$ cat src/rtl/ocmp_pkg.sv
package ocmp_pkg;

  typedef enum logic {
    COMMIT_AT_BOTTOM = 1'b0,
    COMMIT_AT_TOP    = 1'b1
  } commit_sel_e;

  // Decides whether the shadow buffer moves into the active register this cycle.
  function automatic logic commit_due(input logic pwm, input logic tck,
                                      input commit_sel_e sel,
                                      input logic top, input logic bot);
    logic marker;
    marker = (sel == COMMIT_AT_TOP) ? top : bot;
    return pwm & tck & marker;
  endfunction

  // Selects one byte of a word for the processor read port.
  function automatic logic [7:0] pick_byte(input logic [15:0] word, input logic hi);
    return hi ? word[15:8] : word[7:0];
  endfunction

endpackage

$ cat src/rtl/ocmp_wr_path.sv
module ocmp_wr_path
  import ocmp_pkg::*;
#(
  parameter int CMP_W  = 16,
  parameter int BYTE_W = 8
) (
  input  logic              clk,
  input  logic              rst_n,
  input  logic              tick,
  input  logic              pwm_mode,
  input  logic              upd_at_top,
  input  logic              top_hit,
  input  logic              bottom_hit,
  input  logic              wr_hi,
  input  logic              wr_lo,
  input  logic [BYTE_W-1:0] wdata,
  input  logic              rd_hi_sel,
  output logic [CMP_W-1:0]  active_q,
  output logic [BYTE_W-1:0] rd_data,
  output logic              commit_now
);

  logic [BYTE_W-1:0] temp_q;
  logic [CMP_W-1:0]  buf_q;
  logic [CMP_W-1:0]  word_in;
  logic [CMP_W-1:0]  visible;
  commit_sel_e       sel;

  assign sel        = commit_sel_e'(upd_at_top);
  assign commit_now = commit_due(pwm_mode, tick, sel, top_hit, bottom_hit);
  assign word_in    = {temp_q, wdata};

  always_ff @(posedge clk) begin
    if (!rst_n) begin
      temp_q <= '0;
    end else if (wr_hi) begin
      temp_q <= wdata;
    end
  end

  // The buffer takes the word only in PWM operation.
  always_ff @(posedge clk) begin
    if (!rst_n) begin
      buf_q <= '0;
    end else if (wr_lo && pwm_mode) begin
      buf_q <= word_in;
    end
  end

  // Commit takes the buffer contents from before any write in the same cycle.
  always_ff @(posedge clk) begin
    if (!rst_n) begin
      active_q <= '0;
    end else if (commit_now) begin
      active_q <= buf_q;
    end else if (wr_lo && !pwm_mode) begin
      active_q <= word_in;
    end
  end

  assign visible = pwm_mode ? buf_q : active_q;
  assign rd_data = pick_byte(visible, rd_hi_sel);

endmodule

$ cat src/rtl/ocmp_match_unit.sv
module ocmp_match_unit #(
  parameter int CMP_W = 16
) (
  input  logic             clk,
  input  logic             rst_n,
  input  logic             tick,
  input  logic [CMP_W-1:0] cnt_val,
  input  logic [CMP_W-1:0] active,
  input  logic             cnt_wr,
  input  logic             force_strobe,
  input  logic             pwm_mode,
  input  logic             irq_ack,
  input  logic             flag_w1c,
  output logic             match_hit,
  output logic             match_evt,
  output logic             pend_q,
  output logic             blk_q,
  output logic             flag_q
);

  logic forced;
  logic flag_set;
  logic flag_clr;

  assign match_hit = tick && (cnt_val == active) && !blk_q;
  assign forced    = force_strobe && !pwm_mode;
  assign match_evt = match_hit || forced;
  assign flag_set  = tick && pend_q;
  assign flag_clr  = irq_ack || flag_w1c;

  // The suppress window opens on a counter write and closes on the next tick.
  always_ff @(posedge clk) begin
    if (!rst_n) begin
      blk_q <= 1'b0;
    end else if (cnt_wr) begin
      blk_q <= 1'b1;
    end else if (tick) begin
      blk_q <= 1'b0;
    end
  end

  always_ff @(posedge clk) begin
    if (!rst_n) begin
      pend_q <= 1'b0;
    end else if (tick) begin
      pend_q <= match_hit;
    end
  end

  always_ff @(posedge clk) begin
    if (!rst_n) begin
      flag_q <= 1'b0;
    end else if (flag_set) begin
      flag_q <= 1'b1;
    end else if (flag_clr) begin
      flag_q <= 1'b0;
    end
  end

endmodule

$ cat src/rtl/ocmp_channel.sv
module ocmp_channel #(
  parameter int CMP_W = 16
) (
  input  logic               clk,
  input  logic               rst_n,
  input  logic               tick,
  input  logic [CMP_W-1:0]   cnt_val,
  input  logic               pwm_mode,
  input  logic               upd_at_top,
  input  logic               top_hit,
  input  logic               bottom_hit,
  input  logic               bus_wr_hi,
  input  logic               bus_wr_lo,
  input  logic [CMP_W/2-1:0] bus_wdata,
  input  logic               rd_hi_sel,
  input  logic               cnt_wr,
  input  logic               force_strobe,
  input  logic               irq_ack,
  input  logic               flag_w1c,
  output logic [CMP_W/2-1:0] rd_data,
  output logic [CMP_W-1:0]   active_cmp,
  output logic               match_evt,
  output logic               cmp_flag
);

  localparam int BYTE_W = CMP_W / 2;

  logic commit_now;
  logic match_hit;
  logic pend_q;
  logic blk_q;

  ocmp_wr_path #(.CMP_W(CMP_W), .BYTE_W(BYTE_W)) u_wr (
    .clk        (clk),
    .rst_n      (rst_n),
    .tick       (tick),
    .pwm_mode   (pwm_mode),
    .upd_at_top (upd_at_top),
    .top_hit    (top_hit),
    .bottom_hit (bottom_hit),
    .wr_hi      (bus_wr_hi),
    .wr_lo      (bus_wr_lo),
    .wdata      (bus_wdata),
    .rd_hi_sel  (rd_hi_sel),
    .active_q   (active_cmp),
    .rd_data    (rd_data),
    .commit_now (commit_now)
  );

  ocmp_match_unit #(.CMP_W(CMP_W)) u_match (
    .clk          (clk),
    .rst_n        (rst_n),
    .tick         (tick),
    .cnt_val      (cnt_val),
    .active       (active_cmp),
    .cnt_wr       (cnt_wr),
    .force_strobe (force_strobe),
    .pwm_mode     (pwm_mode),
    .irq_ack      (irq_ack),
    .flag_w1c     (flag_w1c),
    .match_hit    (match_hit),
    .match_evt    (match_evt),
    .pend_q       (pend_q),
    .blk_q        (blk_q),
    .flag_q       (cmp_flag)
  );

endmodule

$ cat config.mk
export PLATFORM = sky130hd
export DESIGN_NAME = ocmp_channel
export DESIGN_NICKNAME = d
export VERILOG_FILES = /design/src/rtl/ocmp_pkg.sv /design/src/rtl/ocmp_wr_path.sv /design/src/rtl/ocmp_match_unit.sv /design/src/rtl/ocmp_channel.sv
export SDC_FILE = /design/constraint.sdc
export NUM_CORES = 1
export LEC_CHECK = 0
export ABC_AREA = 1
export BUFFER_PORTS_ARGS = -buffer_cell sky130_fd_sc_hd__clkbuf_2
export CAP_MARGIN = 20
export CORE_MARGIN = 8
export CORE_UTILIZATION = 45
export CTS_CLUSTER_DIAMETER = 150
export DETAILED_ROUTE_END_ITERATION = 8
export GPL_TIMING_DRIVEN = 0
export MAX_ROUTING_LAYER = met4
export PLACE_DENSITY = 0.71
export SETUP_SLACK_MARGIN = 0.15
export SKIP_CTS_REPAIR_TIMING = 1
export SLEW_MARGIN = 20
export SYNTH_ARGS = -nofsm -noshare
export SYNTH_HDL_FRONTEND = slang
export SYNTH_SLANG_ARGS = --single-unit
$ cat constraint.sdc
create_clock -name clk -period 1.4 [get_ports clk]
set_clock_uncertainty 0.15 [all_clocks]
set_input_delay 0 -clock clk [delete_from_list [all_inputs] [get_ports clk]]
set_output_delay 0 -clock clk [all_outputs]
set_load 0.02 [all_outputs]
==> run_results.csv <==
group,metric,value,unit
run_status,status,"finished, violations left",
run_status,violations,"hold timing, setup timing",
clock_network,htreeDepth,2,
sta,setup_ws,-197.8,ps
sta,relSlewSlack,75.36,%
synth,synth_area_per_cell,6.557,um^2
sta,setup_viol,1,
synth,synth_top_area_cell,"dfxtp_1",
die,die_y,86.90,um
layout,postLayoutCoreUtil,60.99,%
sta,layout_min_cycle_time,1598,ps
layout,antenna_cells,0,
critical_path,path_class,"register to output pin",
placement,pre_cts_ws,-37.30,ps
sta,final_max_slew_viol_count,0,
critical_path,crit_slowest_cell,"dfxtp_2",
synth,synth_cells,345,
critical_path,reg2reg_depth,8,
layout,fillerInstances,496,
critical_path,cp.arrival,1450,ps
synth,yosysTopAreaCellShare,38.05,%
synth,synth_warnings,0,
synth,synth_area_leaders,"dfxtp_1, nor2_1, o21ai_0",
critical_path,start_kind,"register",
synth,synth.distinct_cells,20,
layout,drive_gt1_share,31.87,%
global_route,met3_usage,5.472,%
global_route,track_usage,18.37,%
global_route,use_met2,29.29,%
sta,max_slew.worst_pin.slew,369.6,ps
power,powerDensity,1010,nW/um^2
global_route,grt_pass1_wl,10580,um
placement,port_buffers,63,
synth,synth-seq-area-share,38.05,%
sta,setup_tns,-197.8,ps
global_route,use_met1,22.20,%
drt,first_pass_iters,5,
drt,vias,2472,
synth,syn-num-nets,383,
die,initial_utilization,45.45,%
die,rows,26,
synth,ys.flop_type,"dfxtp_1",
power,irDropWorstVdd,0.0006665,V
drt,dr.first_iter.drc_count,282,
hold_path,whs_path_depth,3,
layout,fin_nets,470,
synth,yosysMostFrequentCell,"nor2_1",
sta,hold_slack,-24.51,ps
hold_path,hold_path_end,"u_wr.active_q[1]",
sta,rsz0062_at_grt,"yes",
sta,period_share,114.1,%
clock_network,clock-sinks,43,
hold_path,hp-start,"rst_n",
drt,wl,6788,um
drt,ant_nets,0,
placement,dp_hpwl,5208,um
die,core_area,4977,um^2
clock_network,clkLatencyLatePin,310,ps
global_route,antenna_found_initial,0,
sta,hold_viol_final,7,
synth,synth-edff-count,0,
synth,async_flop_share,0,%
clock_network,cts_buffer_depth,2,
die,ios,64,
critical_path,r2r_start,"u_wr.active_q[1]",
synth,netlist_area,2262,um^2
critical_path,r2r_end,"u_match.pend_q",
critical_path,path_cells,"inv_1 > nand2_1 > nand2_1 > nor2_1 > nand2_1 > nor2_1 > nand3_1 > nand2_1 > buf_6",
placement,gp_congestion,0.9201,
die,dieArea,7552,um^2
critical_path,endpoint_kind,"output pin",
layout,area_growth,34.18,%
critical_path,path_max_fanout,4,
critical_path,max_stage_delay,360,ps
global_route,busiest_layer,"met2",
hold_path,hp-class,"input pin to register",
drt,drc,0,
critical_path,critical_path_required,1250,ps
clock_network,cts_made_buffers,5,
global_route,grt_pass1_vias,2167,
synth,synth_common_cells,"nor2_1, nand2_1, o21ai_0",
run,max_cap_viol_count,0,
global_route,overflow,0,
global_route,grt_max_degree,16,
synth,synth-seq-cells,43,
clock_network,cts_tree,"yes",
power,power.leakage,1.397,nW
drt,viasPerCell,4.915,
clock_network,clk_pin_slew,80,ps
drt,routedWlPerCell,13.50,um
clock_network,cts-root-buf,"clkbuf_8",
sta,timing.fmax,625.9,MHz
critical_path,rrSetupSlack,120,ps
critical_path,critPathMostFrequentCell,"nand2_1",
die,die_w,86.90,um
[cell type report]
| type | count | area (um^2) | area share, % |
|---|---|---|---|
| Inverter | 43 | 165.2 | 5.441 |
| Clock buffer | 5 | 68.82 | 2.267 |
| Sequential cell | 43 | 882.1 | 29.06 |
| Multi-Input combinational cell | 244 | 1197 | 39.45 |
| Tap cell | 70 | 87.58 | 2.885 |
| Clock inverter | 3 | 47.55 | 1.566 |
| Buffer | 15 | 82.58 | 2.721 |
| Timing Repair Buffer | 80 | 504.2 | 16.61 |
[how the worst max path moves through the flow]
stage,start,to,depth (start not counted)
global placement,pwm_mode,rd_data[2],6
finish,u_wr.active_q[1],match_evt,9
CTS,u_wr.active_q[0],match_evt,9
detailed placement,pwm_mode,rd_data[2],6
floorplan,u_wr.active_q[3],u_match.pend_q,8
global route,u_wr.active_q[5],match_evt,9
[per-layer routing]
layer	wire, um	share of wire (%)	vias to the layer above
met4	52	0.77	0
li1	-	-	1281
met1	3018	44	1106
met3	484	7.1	7
met2	3233	48	78
met5	0	0	-
[sequential cells by signal, indices dropped and copies added, names as in the netlist]
signal,cells
u_match.blk_q,1
u_match.pend_q,1
u_wr.temp_q,8
u_match.flag_q,1
u_wr.buf_q,16
u_wr.active_q,16
[layout by cell type, fill, tap and decap left out, types with 4 or more instances in the layout]
cell type,n
nor2_1,81
nand2_1,57
clkbuf_2,56
o21ai_0,38
dfxtp_1,30
o21ai_1,26
inv_1,25
inv_2,17
dlygate4sd3_1,14
buf_4,13
dfxtp_2,11
a211oi_2,10
a21oi_2,8
buf_2,7
xnor2_1,5
clkbuf_8,5
nand3_1,4
[worst max-delay path: cells and delay by family, from the launching register on]
family,cells,cell delay [ps]
flip-flops,1,360
AND/OR/NAND/NOR,7,620
buffers and inverters,2,180
[cell families (layout without fill, tap and decap cells)]
| family | after synthesis | after routing | synth area share, % |
|---|---|---|---|
| DFF | 43 | 43 | 38.05 |
| xor gates and xnor gates | 5 | 5 | 1.936 |
| and+or+nand+nor | 144 | 144 | 24.34 |
| AOI/OAI and AO/OA | 95 | 95 | 25.17 |
| buffers and inverters | 58 | 146 | 10.51 |
[power breakdown]
group / switching, mW / leakage, nW / total [mW] / internal [mW]
clock network: 0.471 / 0.0587 / 1.01 / 0.541
registers: 0.0732 / 0.360 / 1.38 / 1.31
logic: 0.395 / 0.979 / 0.675 / 0.280
[through the flow]
stage          area (um^2)  std cells  hold WS [ps]  total power, mW
3_3_place_gp          2666        478         65.15            1.983
5_1_grt               3035        503         4.396            3.205
3_5_place_dp          2666        478         66.51            1.993
4_1_cts               2783        486        -247.2            2.983
6_report              3035        503        -24.51            3.066
2_1_floorplan         2263        345        -32.57            1.768
Power figures use the tool's default switching activity.
